**config.mk**
```make
export PLATFORM = sky130hd
export DESIGN_NAME = ifbrk_unit
export DESIGN_NICKNAME = d
export VERILOG_FILES = /design/src/rtl/ifbrk_pkg.sv /design/src/rtl/ifbrk_chan.sv /design/src/rtl/ifbrk_tag_fifo.sv /design/src/rtl/ifbrk_deliver.sv /design/src/rtl/ifbrk_unit.sv
export SDC_FILE = /design/constraint.sdc
export NUM_CORES = 1
export LEC_CHECK = 0
export BUFFER_PORTS_ARGS = -buffer_cell sky130_fd_sc_hd__buf_4
export CAP_MARGIN = 10
export CORE_ASPECT_RATIO = 0.75
export CORE_MARGIN = 3
export CORE_UTILIZATION = 50
export CTS_CLUSTER_DIAMETER = 80
export DETAILED_ROUTE_END_ITERATION = 8
export PLACE_DENSITY_LB_ADDON = 0.25
export REMOVE_ABC_BUFFERS = 1
export SLEW_MARGIN = 25
export SYNTH_ARGS = -nofsm -noshare
export SYNTH_HDL_FRONTEND = slang
export SYNTH_SLANG_ARGS = --single-unit
```
**constraint.sdc**
```tcl
create_clock -name clk -period 2.7 [get_ports clk]
set_clock_uncertainty 0.05 [all_clocks]
set_input_delay 0.54 -clock clk [delete_from_list [all_inputs] [get_ports clk]]
set_output_delay 0.54 -clock clk [all_outputs]
set_load 0.02 [all_outputs]
```
**src/rtl/ifbrk_pkg.sv**
```systemverilog
package ifbrk_pkg;
  // Register select field, low two bits of the write address
  typedef enum logic [1:0] {
    SEL_TARGET = 2'd0,
    SEL_MASK   = 2'd1,
    SEL_CTRL   = 2'd2,
    SEL_STAT   = 2'd3
  } sel_e;

  // Bus-cycle setting that enables instruction-fetch matching:
  // bit0 cpu, bit1 ifetch, bit2 read, bits[4:3] = 01 word size
  localparam logic [4:0] CYC_IFETCH_WORD = 5'b01111;
  localparam int         CTRL_POST_BIT   = 8;
endpackage

```
**src/rtl/ifbrk_chan.sv**
```systemverilog
module ifbrk_chan
  import ifbrk_pkg::*;
#(
  parameter int AW = 32
) (
  input  logic          clk,
  input  logic          rst,
  input  logic          wr_en,
  input  sel_e          wr_sel,
  input  logic [AW-1:0] wr_data,
  input  logic [AW-1:0] fet_addr,
  output logic          hit,
  output logic          post_mode
);
  localparam logic [AW-1:0] LSB_OFF = {{(AW-1){1'b1}}, 1'b0};

  logic [AW-1:0] target_q;
  logic [AW-1:0] mask_q;
  logic [4:0]    cyc_q;
  logic          post_q;
  logic [AW-1:0] diff;
  logic          enabled;

  always_ff @(posedge clk) begin
    if (rst) begin
      target_q <= '0;
      mask_q   <= '0;
      cyc_q    <= '0;
      post_q   <= 1'b0;
    end else if (wr_en) begin
      case (wr_sel)
        SEL_TARGET: target_q <= wr_data;
        SEL_MASK:   mask_q   <= wr_data;
        SEL_CTRL: begin
          cyc_q  <= wr_data[4:0];
          post_q <= wr_data[CTRL_POST_BIT];
        end
        default: ;
      endcase
    end
  end

  always_comb begin
    enabled   = (cyc_q == CYC_IFETCH_WORD);
    diff      = (fet_addr ^ target_q) & ~mask_q & LSB_OFF;
    hit       = enabled && (diff == '0);
    post_mode = post_q;
  end
endmodule

```
**src/rtl/ifbrk_tag_fifo.sv**
```systemverilog
module ifbrk_tag_fifo #(
  parameter int W     = 4,
  parameter int DEPTH = 4
) (
  input  logic                       clk,
  input  logic                       rst,
  input  logic                       push,
  input  logic [W-1:0]               din,
  input  logic                       pop,
  input  logic                       flush,
  output logic [W-1:0]               dout,
  output logic [$clog2(DEPTH):0]     count
);
  localparam int PW = $clog2(DEPTH);

  logic [W-1:0]  mem [DEPTH];
  logic [PW-1:0] rd_ptr;
  logic [PW-1:0] wr_ptr;

  always_ff @(posedge clk) begin
    if (push) mem[wr_ptr] <= din;
  end

  always_ff @(posedge clk) begin
    if (rst) begin
      rd_ptr <= '0;
      wr_ptr <= '0;
      count  <= '0;
    end else begin
      if (push) wr_ptr <= wr_ptr + 1'b1;
      if (flush) begin
        rd_ptr <= wr_ptr;
        count  <= (PW+1)'(push);
      end else begin
        if (pop) rd_ptr <= rd_ptr + 1'b1;
        count <= count + (PW+1)'(push) - (PW+1)'(pop);
      end
    end
  end

  assign dout = mem[rd_ptr];
endmodule

```
**src/rtl/ifbrk_deliver.sv**
```systemverilog
module ifbrk_deliver #(
  parameter int NCH = 4
) (
  input  logic           clk,
  input  logic           rst,
  input  logic           ex_valid,
  input  logic           ex_branch,
  input  logic           ex_inhibit,
  input  logic [NCH-1:0] head_tag,
  input  logic [NCH-1:0] post_mode,
  input  logic           brk_ack,
  input  logic [NCH-1:0] clr_mask,
  output logic           brk_irq,
  output logic [NCH-1:0] brk_flag
);
  logic           prev_block;
  logic [NCH-1:0] held;
  logic [NCH-1:0] held_nx;
  logic [NCH-1:0] pre_hit;
  logic [NCH-1:0] post_hit;
  logic [NCH-1:0] deliver;
  logic           ok_before;
  logic           ok_after;

  always_comb begin
    pre_hit   = head_tag & ~post_mode;
    post_hit  = head_tag & post_mode;
    ok_before = !prev_block;
    ok_after  = !(ex_branch || ex_inhibit);
    deliver   = '0;
    held_nx   = held;
    if (ex_valid) begin
      if (ok_after) begin
        deliver = held | pre_hit | post_hit;
        held_nx = '0;
      end else if (ok_before) begin
        deliver = held | pre_hit;
        held_nx = post_hit;
      end else begin
        held_nx = held | pre_hit | post_hit;
      end
    end
  end

  always_ff @(posedge clk) begin
    if (rst) begin
      prev_block <= 1'b0;
      held       <= '0;
      brk_irq    <= 1'b0;
      brk_flag   <= '0;
    end else begin
      if (ex_valid) prev_block <= !ok_after;
      held     <= held_nx;
      brk_irq  <= (|deliver) || (brk_irq && !brk_ack);
      brk_flag <= (brk_flag & ~clr_mask) | deliver;
    end
  end
endmodule

```
**src/rtl/ifbrk_unit.sv**
```systemverilog
module ifbrk_unit
  import ifbrk_pkg::*;
#(
  parameter int NCH    = 4,
  parameter int AW     = 32,
  parameter int QDEPTH = 4,
  localparam int CHW   = $clog2(NCH),
  localparam int CW    = CHW + 2
) (
  input  logic           clk,
  input  logic           rst,
  input  logic           cfg_we,
  input  logic [CW-1:0]  cfg_addr,
  input  logic [AW-1:0]  cfg_wdata,
  input  logic           fet_valid,
  input  logic           fet_start,
  input  logic [AW-1:0]  fet_addr,
  input  logic           ex_valid,
  input  logic           ex_branch,
  input  logic           ex_inhibit,
  input  logic           ex_flush,
  input  logic           brk_ack,
  output logic           brk_irq,
  output logic [NCH-1:0] brk_flag
);
  localparam int QCW = $clog2(QDEPTH) + 1;

  logic [CHW-1:0] wr_ch;
  sel_e           wr_sel;
  logic [NCH-1:0] ch_hit;
  logic [NCH-1:0] ch_post;
  logic [NCH-1:0] clr_mask;
  logic [NCH-1:0] head_tag;
  logic [QCW-1:0] q_count;
  logic           q_push;

  assign wr_ch  = cfg_addr[CW-1:2];
  assign wr_sel = sel_e'(cfg_addr[1:0]);
  assign q_push = fet_valid && fet_start;

  for (genvar g = 0; g < NCH; g++) begin : g_ch
    ifbrk_chan #(.AW(AW)) u_chan (
      .clk       (clk),
      .rst       (rst),
      .wr_en     (cfg_we && (wr_ch == CHW'(g))),
      .wr_sel    (wr_sel),
      .wr_data   (cfg_wdata),
      .fet_addr  (fet_addr),
      .hit       (ch_hit[g]),
      .post_mode (ch_post[g])
    );
    assign clr_mask[g] = cfg_we && (wr_ch == CHW'(g)) &&
                         (wr_sel == SEL_STAT) && !cfg_wdata[0];
  end

  ifbrk_tag_fifo #(.W(NCH), .DEPTH(QDEPTH)) u_queue (
    .clk   (clk),
    .rst   (rst),
    .push  (q_push),
    .din   (ch_hit),
    .pop   (ex_valid),
    .flush (ex_flush),
    .dout  (head_tag),
    .count (q_count)
  );

  ifbrk_deliver #(.NCH(NCH)) u_deliver (
    .clk        (clk),
    .rst        (rst),
    .ex_valid   (ex_valid),
    .ex_branch  (ex_branch),
    .ex_inhibit (ex_inhibit),
    .head_tag   (head_tag),
    .post_mode  (ch_post),
    .brk_ack    (brk_ack),
    .clr_mask   (clr_mask),
    .brk_irq    (brk_irq),
    .brk_flag   (brk_flag)
  );
endmodule

```
==> flow_summary_export.csv <==
group,metric,value,unit
yosys,yosysUniqueCellTypes,39,
setup_path,worst_ep_arrival_time,2310,ps
global_route,antenna_found_initial,0,
floorplan,floorplan.initialDensity,51.9,%
global_route,number_of_global_route_vias_before_repair,9777,
timing,setup-tns-final,0,ps
yosys,netlist_area,12700,sq um
clock_network,clock_sinks,304,
global_route,pin_count_of_the_biggest_net_entering_global_routing,79,
floorplan,die_h,144,microns
timing,report.final.hold_viol_count,0,
cells_and_area,num_antenna_cells,0,
yosys,synth_async_sr_flop_share,0,%
yosys,synth-seq-area-share,49.2,%
yosys,syn-instance-count,1574,
setup_path,worstPathRequired,3060,ps
timing,timing_max_transition_violations_final,0,
clock_network,post-cts-setup-buffer-count,0,
clock_network,cts.reportedPaths.clkPinSlew,60,ps
setup_path,delay_of_the_slowest_critical_path_stage,550,ps
cells_and_area,area_delta_synth_final,12.5,%
yosys,synth_area_leaders,"sky130_fd_sc_hd__dfxtp_1, sky130_fd_sc_hd__nand2_1, sky130_fd_sc_hd__a21oi_1, sky130_fd_sc_hd__xnor2_1, sky130_fd_sc_hd__edfxtp_1",
setup_path,worst-r2r-setup-slack,760,ps
routing,routed-via-count,10500,
clock_network,cts_tree,"built",
cells_and_area,final_cell_count_no_fill,1919,
place,port_buffers,81,
floorplan,design.die.area,27400,sq um
yosys,synth_most_common_cell,"sky130_fd_sc_hd__nand2_1",
clock_network,postCtsResizedCells,0,
timing,finalSetupViolCount,0,
floorplan,floorplan_core_area,24500,sq um
timing,period_needed,1940,ps
global_route,grt.total_usage,24.9,%
clock_network,cts-hold-fix-buffers,0,
clock_network,max-clock-path-buffers,3,
worst_hold_path,worstHoldStart,"ex_flush",
setup_path,crit_path_end_kind,"flip-flop",
setup_path,timing.reg2reg.worst_path_depth,5,
yosys,synth_flop_cell,"sky130_fd_sc_hd__dfxtp_1",
setup_path,crit_path_cell_trace,"mux4_2 -> a21boi_1 -> o21ai_0 -> and3_1 -> a31oi_1",
yosys,yosys_register_bits,304,
place,gp_congestion,0.793,
yosys,post_synth.cell_area_avg,8.07,sq um
clock_network,cts_htree_levels,1,
cells_and_area,num-fill-cells,2205,
routing,first_iter_violations,1014,
setup_path,r2r_path_end,"u_deliver.brk_irq",
timing,min_period_over_period,72.0,%
routing,first_pass_iters,6,
setup_path,critPathSlowestCell,"sky130_fd_sc_hd__mux4_2",
place,detailed_place.area,13300,sq um
floorplan,boundaryPins,83,
routing,wl_per_cell,17.9,microns
cells_and_area,nNetsFinal,1647,
cells_and_area,finalCoreUtilization,58.4,%
routing,detail_route.wirelength,34400,microns
routing,routed_via_density,5.45,
power,power.density,657,nW/um^2
yosys,netlist.top_cell.by_area,"sky130_fd_sc_hd__dfxtp_1",
outcome,run_status,"finished, final reports clean",
yosys,ys_top_cells_by_count,"sky130_fd_sc_hd__nand2_1, sky130_fd_sc_hd__dfxtp_1, sky130_fd_sc_hd__a21oi_1",
cells_and_area,seq_area,6250,sq um
worst_hold_path,hold-path-cell-count,2,
timing,fmaxAchievable,514,MHz
global_route,grt_overflow_total,0,
cells_and_area,multi_input_comb_area,5800,sq um
timing,timing.max_slew.rel_slack,63.7,%
place,dp_hpwl,21400,microns
worst_hold_path,hold_path.class,"primary input to flip-flop",
setup_path,worstSetupStartpointType,"flip-flop",
clock_network,clock_latency_on_the_worst_skew_pair,550,ps
power,static-leakage-power,4.67,nW
global_route,first_pass_grt_wire_length,54000,microns
yosys,synth_top_area_share,45.4,%
timing,rsz_0062_raised_after_global_routing,"no",
power,ir_worst_vdd,0.452,mV
cells_and_area,postLayoutCellArea,14300,sq um
clock_network,clk_root_buffer_cell,"sky130_fd_sc_hd__clkbuf_16",
timing,tightestPinTransition,545,ps
routing,antenna_violating_nets_post_route,0,
cells_and_area,drive_gt1_share,10.8,%
yosys,yosysWarnings,0,
clock_network,tritoncts.num_buffers,29,
floorplan,placementRows,49,
place,dpl.cell_count,1865,
yosys,synth_enable_flop_cells,16,
timing,hold_slack,164,ps
routing,number_of_remaining_drc_errors,0,
setup_path,worstPathMaxFanout,4,
setup_path,worst-setup-path-type,"flip-flop to flip-flop",
job,max_cap_viols,0,
floorplan,die_w,190,microns
[stage by stage]
step | power (W) | setup WS [ps]
final | 0.00939 | 756
after global routing | 0.00971 | 669
after CTS | 0.00944 | 765
after detailed placement | 0.00542 | 513
after global placement | 0.00541 | 573
after floorplan | 0.00501 | -27.6
[state kept, by name (all words and copies together), names as in the netlist, 4 cells and up, named ones only]
register               cells
u_deliver.held             4
g_ch.u_chan.target_q     124
g_ch.u_chan.mask_q       124
u_deliver.brk_flag         4
u_queue.mem               16
g_ch.u_chan.post_mode      4
g_ch.u_chan.cyc_q         20
[placed cells by master (no fill, tap or decap), types with 2 or more instances in the layout]
cell,instances
sky130_fd_sc_hd__nand2_1,507
sky130_fd_sc_hd__dfxtp_1,288
sky130_fd_sc_hd__a21oi_1,261
sky130_fd_sc_hd__xnor2_1,126
sky130_fd_sc_hd__buf_4,104
sky130_fd_sc_hd__o22ai_1,60
sky130_fd_sc_hd__nor2_1,58
sky130_fd_sc_hd__clkbuf_16,29
sky130_fd_sc_hd__mux2i_1,24
sky130_fd_sc_hd__edfxtp_1,16
sky130_fd_sc_hd__nand4_1,8
sky130_fd_sc_hd__o21ai_0,7
sky130_fd_sc_hd__nand2b_1,7
sky130_fd_sc_hd__nor2_2,7
sky130_fd_sc_hd__clkinvlp_4,6
sky130_fd_sc_hd__and3_1,5
sky130_fd_sc_hd__o2111ai_1,5
sky130_fd_sc_hd__clkinv_2,5
sky130_fd_sc_hd__clkbuf_8,5
sky130_fd_sc_hd__nor3_1,4
sky130_fd_sc_hd__nor4_1,4
sky130_fd_sc_hd__ha_1,4
sky130_fd_sc_hd__o211ai_1,3
sky130_fd_sc_hd__a211oi_1,3
sky130_fd_sc_hd__inv_1,3
sky130_fd_sc_hd__or2_1,3
sky130_fd_sc_hd__mux4_2,3
sky130_fd_sc_hd__buf_12,3
sky130_fd_sc_hd__nor3_4,2
sky130_fd_sc_hd__a21boi_0,2
sky130_fd_sc_hd__nand3_1,2
sky130_fd_sc_hd__nor3_2,2
sky130_fd_sc_hd__nand3b_1,2
sky130_fd_sc_hd__a21boi_1,2
sky130_fd_sc_hd__inv_6,2
sky130_fd_sc_hd__bufinv_16,2
sky130_fd_sc_hd__clkinv_4,2
sky130_fd_sc_hd__clkinv_1,2
sky130_fd_sc_hd__clkbuf_1,2
[metal layers]
| metal | wire, microns | vias to the layer above | global-route usage [%] | share of wire (%) |
|---|---|---|---|---|
| li1 | - | 5119 | - | - |
| met1 | 15600 | 4939 | 37.3 | 45 |
| met2 | 15200 | 337 | 38.9 | 44 |
| met3 | 2890 | 55 | 2.86 | 8.4 |
| met4 | 615 | 0 | 5.25 | 1.8 |
| met5 | 0 | - | 0 | 0 |
[layout make-up]
| class | count | share of cell area (%) |
|---|---|---|
| multi-input cells | 1119 | 40.6 |
| clock buffers | 35 | 5.52 |
| repair buffers | 108 | 5.98 |
| inverters | 3 | 0.0788 |
| clock inverters | 19 | 1.21 |
| flip-flops and latches | 304 | 43.7 |
| well taps | 331 | 2.90 |
[power breakdown]
group	internal, W	leakage (nW)	switching [W]
clock network	0.00229	0.458	0.00178
logic	0.000271	1.70	0.000424
registers	0.00459	2.50	0.0000425
[kinds of logic after synthesis]
group,share of synthesized area (%)
adders and majority gates,0.394
DFF,49.2
and+or+nand+nor,19.1
xor gates and xnor gates,8.76
muxes,2.63
AOI/OAI and AO/OA,14.5
buffers and inverters,5.40
[worst max-delay path, delay by kind of cell (launching register included)]
kind	cells	cell delay, ps
flops	1	470
mux	1	550
compound gates	3	520
simple gates	1	210
[how the worst max path moves through the flow]
stage | startpoint | endpoint | slack, ps | cells past startpoint
after floorplan | cfg_addr[3] | g_ch[1].u_chan.target_q[10] | -30 | 4
after global placement | fet_addr[12] | u_queue.mem[0][0] | 570 | 7
after detailed placement | fet_addr[19] | u_queue.mem[0][1] | 510 | 7
after CTS | flip-flop | u_deliver.brk_irq | 770 | 5
after global routing | flip-flop | u_deliver.brk_irq | 670 | 5
final | flip-flop | u_deliver.brk_irq | 760 | 5
(Power assumes the default switching activity.)
